### config.mk
export PLATFORM = sky130hd
export DESIGN_NAME = entropy_word_collector
export DESIGN_NICKNAME = d
export VERILOG_FILES = /design/src/rtl/ewc_pkg.sv /design/src/rtl/ewc_interval_timer.sv /design/src/rtl/ewc_bank_sampler.sv /design/src/rtl/ewc_conditioner.sv /design/src/rtl/ewc_word_accum.sv /design/src/rtl/entropy_word_collector.sv
export SDC_FILE = /design/constraint.sdc
export NUM_CORES = 1
export LEC_CHECK = 0
export BUFFER_PORTS_ARGS = -buffer_cell sky130_fd_sc_hd__buf_2
export CELL_PAD_IN_SITES_DETAIL_PLACEMENT = 1
export CELL_PAD_IN_SITES_GLOBAL_PLACEMENT = 1
export CORE_ASPECT_RATIO = 1.25
export CORE_UTILIZATION = 47
export DETAILED_ROUTE_END_ITERATION = 7
export GPL_TIMING_DRIVEN = 0
export PLACE_DENSITY_LB_ADDON = 0.1
export SYNTH_ARGS = -nofsm -noshare
export SYNTH_HDL_FRONTEND = slang
export SYNTH_SLANG_ARGS = --single-unit
### constraint.sdc
create_clock -name clk_i -period 3 [get_ports clk_i]
set_input_delay 0.15 -clock clk_i [delete_from_list [all_inputs] [get_ports clk_i]]
set_output_delay 0.15 -clock clk_i [all_outputs]
set_load 0.05 [all_outputs]
### src/rtl/ewc_pkg.sv
// Shared constants and types for the entropy word collector.
// Assumes exactly two oscillator banks feed the block.
package ewc_pkg;
    parameter int unsigned NUM_BANKS       = 2;
    parameter int unsigned SAMPLES_PER_BIT = 2;
    parameter int unsigned SYNC_STAGES     = 2;

    typedef logic [NUM_BANKS-1:0] bank_bits_t;
endpackage

### src/rtl/ewc_interval_timer.sv
// Free-running sample interval timer.
// Raises capture_o for one cycle out of every INTERVAL cycles. captured_o is
// the same pulse one cycle later, marking when the latched samples are valid.
// Assumes INTERVAL >= 2.
module ewc_interval_timer #(
    parameter int unsigned INTERVAL = 4096
) (
    input  logic clk_i,
    input  logic rst_ni,
    output logic capture_o,
    output logic captured_o
);
    localparam int unsigned CNT_W = (INTERVAL > 2) ? $clog2(INTERVAL) : 1;
    localparam logic [CNT_W-1:0] LAST = CNT_W'(INTERVAL - 1);

    logic [CNT_W-1:0] cnt_q;
    logic             captured_q;

    // Sample edge whenever the counter sits at its last value.
    assign capture_o  = (cnt_q == LAST);
    assign captured_o = captured_q;

    // Count cycles and wrap at the end of each interval.
    always_ff @(posedge clk_i) begin
        if (!rst_ni) begin
            cnt_q      <= '0;
            captured_q <= 1'b0;
        end else begin
            cnt_q      <= (cnt_q == LAST) ? '0 : cnt_q + 1'b1;
            captured_q <= capture_o;
        end
    end
endmodule

### src/rtl/ewc_bank_sampler.sv
// Synchronizes one oscillator bank, folds it to a parity bit and latches that
// bit on the sample edge. Assumes the inputs are fully asynchronous.
module ewc_bank_sampler #(
    parameter int unsigned BANK_W      = 16,
    parameter int unsigned SYNC_STAGES = 2
) (
    input  logic              clk_i,
    input  logic              rst_ni,
    input  logic [BANK_W-1:0] osc_i,
    input  logic              take_i,
    output logic              sample_o
);
    logic [BANK_W-1:0] sync_q [SYNC_STAGES];
    logic              fold;
    logic              sample_q;

    // Move every oscillator line through the synchronizer chain.
    always_ff @(posedge clk_i) begin
        if (!rst_ni) begin
            for (int s = 0; s < SYNC_STAGES; s++) sync_q[s] <= '0;
        end else begin
            sync_q[0] <= osc_i;
            for (int s = 1; s < SYNC_STAGES; s++) sync_q[s] <= sync_q[s-1];
        end
    end

    // Parity of the synchronized bank.
    assign fold = ^sync_q[SYNC_STAGES-1];

    // Latch the parity bit only at the sample edge.
    always_ff @(posedge clk_i) begin
        if (!rst_ni)     sample_q <= 1'b0;
        else if (take_i) sample_q <= fold;
    end

    assign sample_o = sample_q;
endmodule

### src/rtl/ewc_conditioner.sv
// Combines SAMPLES_PER_BIT consecutive samples of every bank into one bit by
// XOR. Emits bit_o with a one-cycle valid_o when a group of samples is
// complete. Assumes sample_valid_i pulses once per sample interval.
module ewc_conditioner #(
    parameter int unsigned NUM_BANKS       = 2,
    parameter int unsigned SAMPLES_PER_BIT = 2
) (
    input  logic                 clk_i,
    input  logic                 rst_ni,
    input  logic                 sample_valid_i,
    input  logic [NUM_BANKS-1:0] samples_i,
    output logic                 bit_o,
    output logic                 valid_o
);
    localparam int unsigned PH_W = (SAMPLES_PER_BIT > 1) ? $clog2(SAMPLES_PER_BIT) : 1;
    localparam logic [PH_W-1:0] PH_LAST = PH_W'(SAMPLES_PER_BIT - 1);

    logic [PH_W-1:0] phase_q;
    logic            acc_q;
    logic            bit_q;
    logic            valid_q;
    logic            mix;

    // XOR across banks, folded into the running value of this group.
    assign mix = acc_q ^ (^samples_i);

    // Step through the group and release the bit once it is complete.
    always_ff @(posedge clk_i) begin
        if (!rst_ni) begin
            phase_q <= '0;
            acc_q   <= 1'b0;
            bit_q   <= 1'b0;
            valid_q <= 1'b0;
        end else begin
            valid_q <= 1'b0;
            if (sample_valid_i) begin
                if (phase_q == PH_LAST) begin
                    bit_q   <= mix;
                    valid_q <= 1'b1;
                    acc_q   <= 1'b0;
                    phase_q <= '0;
                end else begin
                    acc_q   <= mix;
                    phase_q <= phase_q + 1'b1;
                end
            end
        end
    end

    assign bit_o   = bit_q;
    assign valid_o = valid_q;
endmodule

### src/rtl/ewc_word_accum.sv
// Shifts conditioned bits into the word (newest at bit 0). Counts fresh bits
// since the last read and raises ready when a whole word is fresh. A read on
// the same edge as a bit takes priority, and that bit counts as fresh.
module ewc_word_accum #(
    parameter int unsigned WORD_W = 32
) (
    input  logic              clk_i,
    input  logic              rst_ni,
    input  logic              bit_i,
    input  logic              bit_valid_i,
    input  logic              rd_i,
    output logic [WORD_W-1:0] word_o,
    output logic              ready_o
);
    localparam int unsigned FRESH_W = $clog2(WORD_W);
    localparam logic [FRESH_W-1:0] FRESH_LAST = FRESH_W'(WORD_W - 1);

    logic [WORD_W-1:0]  word_q;
    logic [FRESH_W-1:0] fresh_q;
    logic               ready_q;

    // Keep shifting new bits in whether or not the word has been read.
    always_ff @(posedge clk_i) begin
        if (!rst_ni)          word_q <= '0;
        else if (bit_valid_i) word_q <= {word_q[WORD_W-2:0], bit_i};
    end

    // Track fresh bits since the last read and drive the ready flag.
    always_ff @(posedge clk_i) begin
        if (!rst_ni) begin
            fresh_q <= '0;
            ready_q <= 1'b0;
        end else if (rd_i) begin
            ready_q <= 1'b0;
            fresh_q <= bit_valid_i ? FRESH_W'(1) : '0;
        end else if (bit_valid_i) begin
            if (fresh_q == FRESH_LAST) begin
                ready_q <= 1'b1;
                fresh_q <= '0;
            end else begin
                fresh_q <= fresh_q + 1'b1;
            end
        end
    end

    assign word_o  = word_q;
    assign ready_o = ready_q;
endmodule

### src/rtl/entropy_word_collector.sv
// Top of the entropy word collector: an interval timer, one sampler per bank,
// a space-time XOR conditioner and the word accumulator.
// Assumes bank inputs are asynchronous and the read strobe is one cycle wide.
module entropy_word_collector
    import ewc_pkg::*;
#(
    parameter int unsigned BANK_W          = 16,
    parameter int unsigned SAMPLE_INTERVAL = 4096,
    parameter int unsigned WORD_W          = 32
) (
    input  logic              clk_i,
    input  logic              rst_ni,
    input  logic [BANK_W-1:0] bank_a_i,
    input  logic [BANK_W-1:0] bank_b_i,
    input  logic              rd_strobe_i,
    output logic [WORD_W-1:0] word_o,
    output logic              ready_o
);
    logic              capture;
    logic              captured;
    logic [BANK_W-1:0] osc_bus [NUM_BANKS];
    bank_bits_t        bank_bits;
    logic              cond_bit;
    logic              cond_valid;

    // Gather the bank inputs into one array for the sampler loop.
    assign osc_bus[0] = bank_a_i;
    assign osc_bus[1] = bank_b_i;

    ewc_interval_timer #(.INTERVAL(SAMPLE_INTERVAL)) timer_i (
        .clk_i      (clk_i),
        .rst_ni     (rst_ni),
        .capture_o  (capture),
        .captured_o (captured)
    );

    for (genvar g = 0; g < NUM_BANKS; g++) begin : g_bank
        ewc_bank_sampler #(.BANK_W(BANK_W), .SYNC_STAGES(SYNC_STAGES)) sampler_i (
            .clk_i    (clk_i),
            .rst_ni   (rst_ni),
            .osc_i    (osc_bus[g]),
            .take_i   (capture),
            .sample_o (bank_bits[g])
        );
    end

    ewc_conditioner #(.NUM_BANKS(NUM_BANKS), .SAMPLES_PER_BIT(SAMPLES_PER_BIT)) cond_i (
        .clk_i          (clk_i),
        .rst_ni         (rst_ni),
        .sample_valid_i (captured),
        .samples_i      (bank_bits),
        .bit_o          (cond_bit),
        .valid_o        (cond_valid)
    );

    ewc_word_accum #(.WORD_W(WORD_W)) accum_i (
        .clk_i       (clk_i),
        .rst_ni      (rst_ni),
        .bit_i       (cond_bit),
        .bit_valid_i (cond_valid),
        .rd_i        (rd_strobe_i),
        .word_o      (word_o),
        .ready_o     (ready_o)
    );
endmodule

==> metrics.log <==
[metrics] Syn Nets: 415
[metrics] share of post-route cells with drive strength above 1: 0.220
[metrics] Post-Synthesis Cells: between 300 and 400
[metrics] worst slew margin relative to its limit: 0.739
[metrics] top fanout value on the critical path: 6
[metrics] final wirelength: 8770 um
[metrics] area growth from synthesis to final layout: 34.1%
[metrics] met3 wire length: around 330 um
[metrics] status: complete, no violations
[metrics] number of hold violations in the final report: 0
[metrics] area of placed instances: ~0.0047 mm2
[metrics] vias in the first global route: ~3100
[metrics] number of distinct library cell variants in the gate-level netlist after synthesis: 34
[metrics] GRT overflow: 0
[metrics] width of the chip: a little under 90 um
[metrics] cell area after synthesis: about 0.0042 mm2
[metrics] number of iterations in the first detailed-routing pass: 4
[metrics] number of sinks on the clock net: between 100 and 150
[metrics] Final nets: approximately 540
[metrics] number of antenna violations at the first check in global routing: 0
[metrics] main area contributors after synthesis: sky130_fd_sc_hd__dfxtp_1 57%, sky130_fd_sc_hd__and2_1 10%, sky130_fd_sc_hd__mux2i_1 8.0%
[metrics] Buffers on Ports: 67
[metrics] average size of a mapped cell: 11.3 um2
[metrics] Yosys warning count: 0
[metrics] pin count of the biggest net entering global routing: 17
[metrics] # setup viols final: 0
[metrics] cell area power density: 693 mW/mm2
[metrics] worst endpoint required time: ~3.5 ns
[metrics] Total Die Area: 0.00942 mm2
[metrics] category of the worst setup path capture point: flip-flop
[metrics] flip-flop cell with the highest count after synthesis: sky130_fd_sc_hd__dfxtp_1
[metrics] final worst path period share: 0.534
[metrics] portion of synthesized cell area occupied by the leading cell type: 0.571
[metrics] mux share of post-synthesis cell area: 0.0802
[metrics] vias per cell: ~4.6
[metrics] detailed-route DRC error count: 0
[metrics] Hold WC Path Type: in2reg
[metrics] Final min period: 1.60 ns
[metrics] number of synthesized register bits: between 100 and 150
[metrics] Arrival @ worst endpoint: between 2 and 2.5 ns
[metrics] Post-DP HPWL: 4690 um
[metrics] via count of the routed design: ~2900
[metrics] transition at the pin with the smallest max-transition slack: slightly below 0.4 ns
[metrics] total routing resource utilization after global routing: 0.207
[metrics] clock buffers created by TritonCTS: 17
[metrics] clock-pin slew on the worst setup and hold paths: 0.06 ns
[metrics] drt wl/cell: roughly 14 um
[metrics] number of flops mapped to enable cells by yosys: 0
[metrics] TritonCTS clock tree: done
[metrics] number of gates resized after CTS: 0
[metrics] initial cell density of the core: 0.488
[metrics] final antenna-violating net count: 0
[metrics] total length of routed met2 wires: around 5000 um
[metrics] maximum resistive drop on vdd: roughly 470 uV
[metrics] worst-case clock buffer depth: 2
[metrics] number of diodes: 0
[metrics] XOR/XNOR Fraction of Synth Area: 0.0887
[metrics] boundary pin count: 68
[metrics] buffer cell driving the clock tree root: sky130_fd_sc_hd__clkbuf_8
[metrics] top layer in use: met4
[metrics] M1 wire length: around 3300 um
[metrics] arithmetic-cell share of the synthesized area counting full adders, half adders and majority gates: 0.00884
[metrics] share of the yosys chip area belonging to registers: 0.571
[metrics] maximum clock frequency: approximately 620 MHz
[metrics] H-tree levels: 4
[metrics] number of pins with negative max-slew slack in the final report: 0
[metrics] CP Class: reg2reg
[metrics] max-cap check violation count: 0
[metrics] standby leakage power: 0.00229 uW
[metrics] count of routing violations after the opening detailed-route iteration: 64
[metrics] compound-gate portion of the synthesized area: 0.0186
[metrics] Worst Clk Skew: 0.0176 ns
[metrics] height of the die: roughly 110 um
[metrics] post-route cell area: ~0.0057 mm2
[metrics] RSZ-0062 raised after global routing: no
[metrics] final-layout setup total negative slack: 0 ns
[metrics] kind of start point of the critical path: flip-flop
[metrics] basic-gate share of the synthesized area counting and, or, nand and nor cells: 0.205
[metrics] final estimated routing congestion in global placement: between 0.6 and 0.7
[metrics] global-route wire length before repair: between 10000 and 15000 um
[metrics] post-CTS repair timing setup buffer count: 0
[metrics] core region area: between 0.008 and 0.009 mm2
[metrics] floorplan row count: 38
[metrics] largest area contributor in the netlist: sky130_fd_sc_hd__dfxtp_1
[metrics] clk_lat worst skew: between 0.5 and 0.6 ns
[metrics] fraction of synthesis flops using an asynchronous set or reset pin: 0
[metrics] largest family of logic cells by synthesized area: simple AND/OR/NAND/NOR gates
## cell families after synthesis
| group | after synthesis |
|---|---|
| compound gates | 11 |
| buf+inv | 20 |
| fa+ha+maj | 3 |
| xor+xnor | 43 |
| simple gates | 145 |
| mux | 34 |
| flops | 121 |
## placed cells by master (no fill, tap or decap), types with 2 or more instances in the layout
| cell type | netlist | routed |
|---|---|---|
| sky130_fd_sc_hd__a21oi_1 | 2 | 2 |
| sky130_fd_sc_hd__o21ai_0 | 3 | 3 |
| sky130_fd_sc_hd__clkinvlp_4 | 0 | 4 |
| sky130_fd_sc_hd__xnor2_1 | 36 | 36 |
| sky130_fd_sc_hd__ha_1 | 3 | 3 |
| sky130_fd_sc_hd__buf_2 | 4 | 71 |
| sky130_fd_sc_hd__inv_6 | 0 | 3 |
| sky130_fd_sc_hd__nand2b_1 | 2 | 2 |
| sky130_fd_sc_hd__and3_1 | 4 | 4 |
| sky130_fd_sc_hd__a21boi_0 | 3 | 3 |
| sky130_fd_sc_hd__nand4_1 | 2 | 2 |
| sky130_fd_sc_hd__dfxtp_1 | 121 | 121 |
| sky130_fd_sc_hd__xor2_1 | 7 | 7 |
| sky130_fd_sc_hd__clkbuf_1 | 11 | 11 |
| sky130_fd_sc_hd__nor2_1 | 17 | 17 |
| sky130_fd_sc_hd__bufinv_16 | 0 | 3 |
| sky130_fd_sc_hd__nand3_1 | 4 | 4 |
| sky130_fd_sc_hd__nand2_1 | 6 | 6 |
| sky130_fd_sc_hd__clkbuf_8 | 0 | 4 |
| sky130_fd_sc_hd__clkinv_4 | 0 | 2 |
| sky130_fd_sc_hd__and2_1 | 68 | 68 |
| sky130_fd_sc_hd__mux2i_1 | 34 | 34 |
| sky130_fd_sc_hd__dlygate4sd3_1 | 0 | 34 |
| sky130_fd_sc_hd__nor2b_1 | 32 | 32 |
| sky130_fd_sc_hd__clkbuf_16 | 0 | 16 |
| sky130_fd_sc_hd__inv_1 | 3 | 3 |
## registers in the layout, summed over array words and instances, names as in the netlist
signal and flops:
g_bank.sampler_i.sample_o 2, cond_i.acc_q 1, timer_i.captured_o 1, accum_i.fresh_q 5, timer_i.cnt_q 12, g_bank.sampler_i.sync_q 64
cond_i.phase_q 1, cond_i.valid_o 1, cond_i.bit_o 1, accum_i.word_o 32, accum_i.ready_o 1
## path summary, 6_finish.rpt
kind | start | cells after the start | slack (ns) | endpoint
worst max-delay path | accum_i.fresh_q[0] | 6 | 1.40 | accum_i.fresh_q[3]
worst max register to register | accum_i.fresh_q[0] | 6 | 1.40 | accum_i.fresh_q[3]
worst min-delay path | bank_b_i[9] | 3 | 0.37 | g_bank[1].sampler_i.sync_q[0][9]
worst min register to register | g_bank[1].sampler_i.sync_q[0][7] | 1 | 0.44 | g_bank[1].sampler_i.sync_q[0][23]
## what timing repair did
action	4_1_cts	5_1_grt
hold buffers	34	0
endpoints found under the hold margin	34	0
setup endpoints to repair	0	0
## Yosys cell counts (2+ instances only)
| library cell | number |
|---|---|
| sky130_fd_sc_hd__a21boi_0 | 3 |
| sky130_fd_sc_hd__a21oi_1 | 2 |
| sky130_fd_sc_hd__and2_1 | 68 |
| sky130_fd_sc_hd__and3_1 | 4 |
| sky130_fd_sc_hd__buf_2 | 4 |
| sky130_fd_sc_hd__clkbuf_1 | 11 |
| sky130_fd_sc_hd__dfxtp_1 | 121 |
| sky130_fd_sc_hd__ha_1 | 3 |
| sky130_fd_sc_hd__inv_1 | 3 |
| sky130_fd_sc_hd__mux2i_1 | 34 |
| sky130_fd_sc_hd__nand2_1 | 6 |
| sky130_fd_sc_hd__nand2b_1 | 2 |
| sky130_fd_sc_hd__nand3_1 | 4 |
| sky130_fd_sc_hd__nand4_1 | 2 |
| sky130_fd_sc_hd__nor2_1 | 17 |
| sky130_fd_sc_hd__nor2b_1 | 32 |
| sky130_fd_sc_hd__o21ai_0 | 3 |
| sky130_fd_sc_hd__xnor2_1 | 36 |
| sky130_fd_sc_hd__xor2_1 | 7 |
## cell type report
type                            count  area (um2)
Tap cell                          120         150
Sequential cell                   121        2420
Fill cell                         935        3010
Buffer                             17         105
Timing Repair Buffer              101         676
Multi-Input combinational cell    236        1710
Inverter                            3        11.3
Clock buffer                       20         455
Clock inverter                     12         164
## routing by layer
layer  global-route usage  up-vias
li1                     -     1449
met4               0.0869        0
met3               0.0702        9
met1                0.198     1395
met2                0.397       75
met5                    0        -
## critical path: stages, from the launching register on
cell	delay [ns]
sky130_fd_sc_hd__dfxtp_1	0.34
sky130_fd_sc_hd__ha_1	0.23
sky130_fd_sc_hd__and3_1	0.19
sky130_fd_sc_hd__ha_1	0.25
sky130_fd_sc_hd__nor3b_1	0.26
sky130_fd_sc_hd__a22oi_1	0.15
sky130_fd_sc_hd__nor2_1	0.12
## through the flow
step,setup WS [ns],utilization,power [uW],instances,hold WS (ns)
after floorplan,1.66,-,1820,377,0.277
after global placement,1.53,0.544,1860,564,0.355
after detailed placement,1.47,0.544,1870,564,0.360
after CTS,1.36,0.654,3970,630,0.340
after global routing,1.30,0.654,4100,630,0.379
final,1.40,0.654,3940,630,0.371
## where the power goes
group | internal [uW] | switching [uW] | total, uW
Combinational | 123 | 82.4 | 205
Sequential | 1650 | 18.3 | 1670
Clock | 1340 | 728 | 2070
Total | 3120 | 829 | 3940
Power figures use the tool's default switching activity.
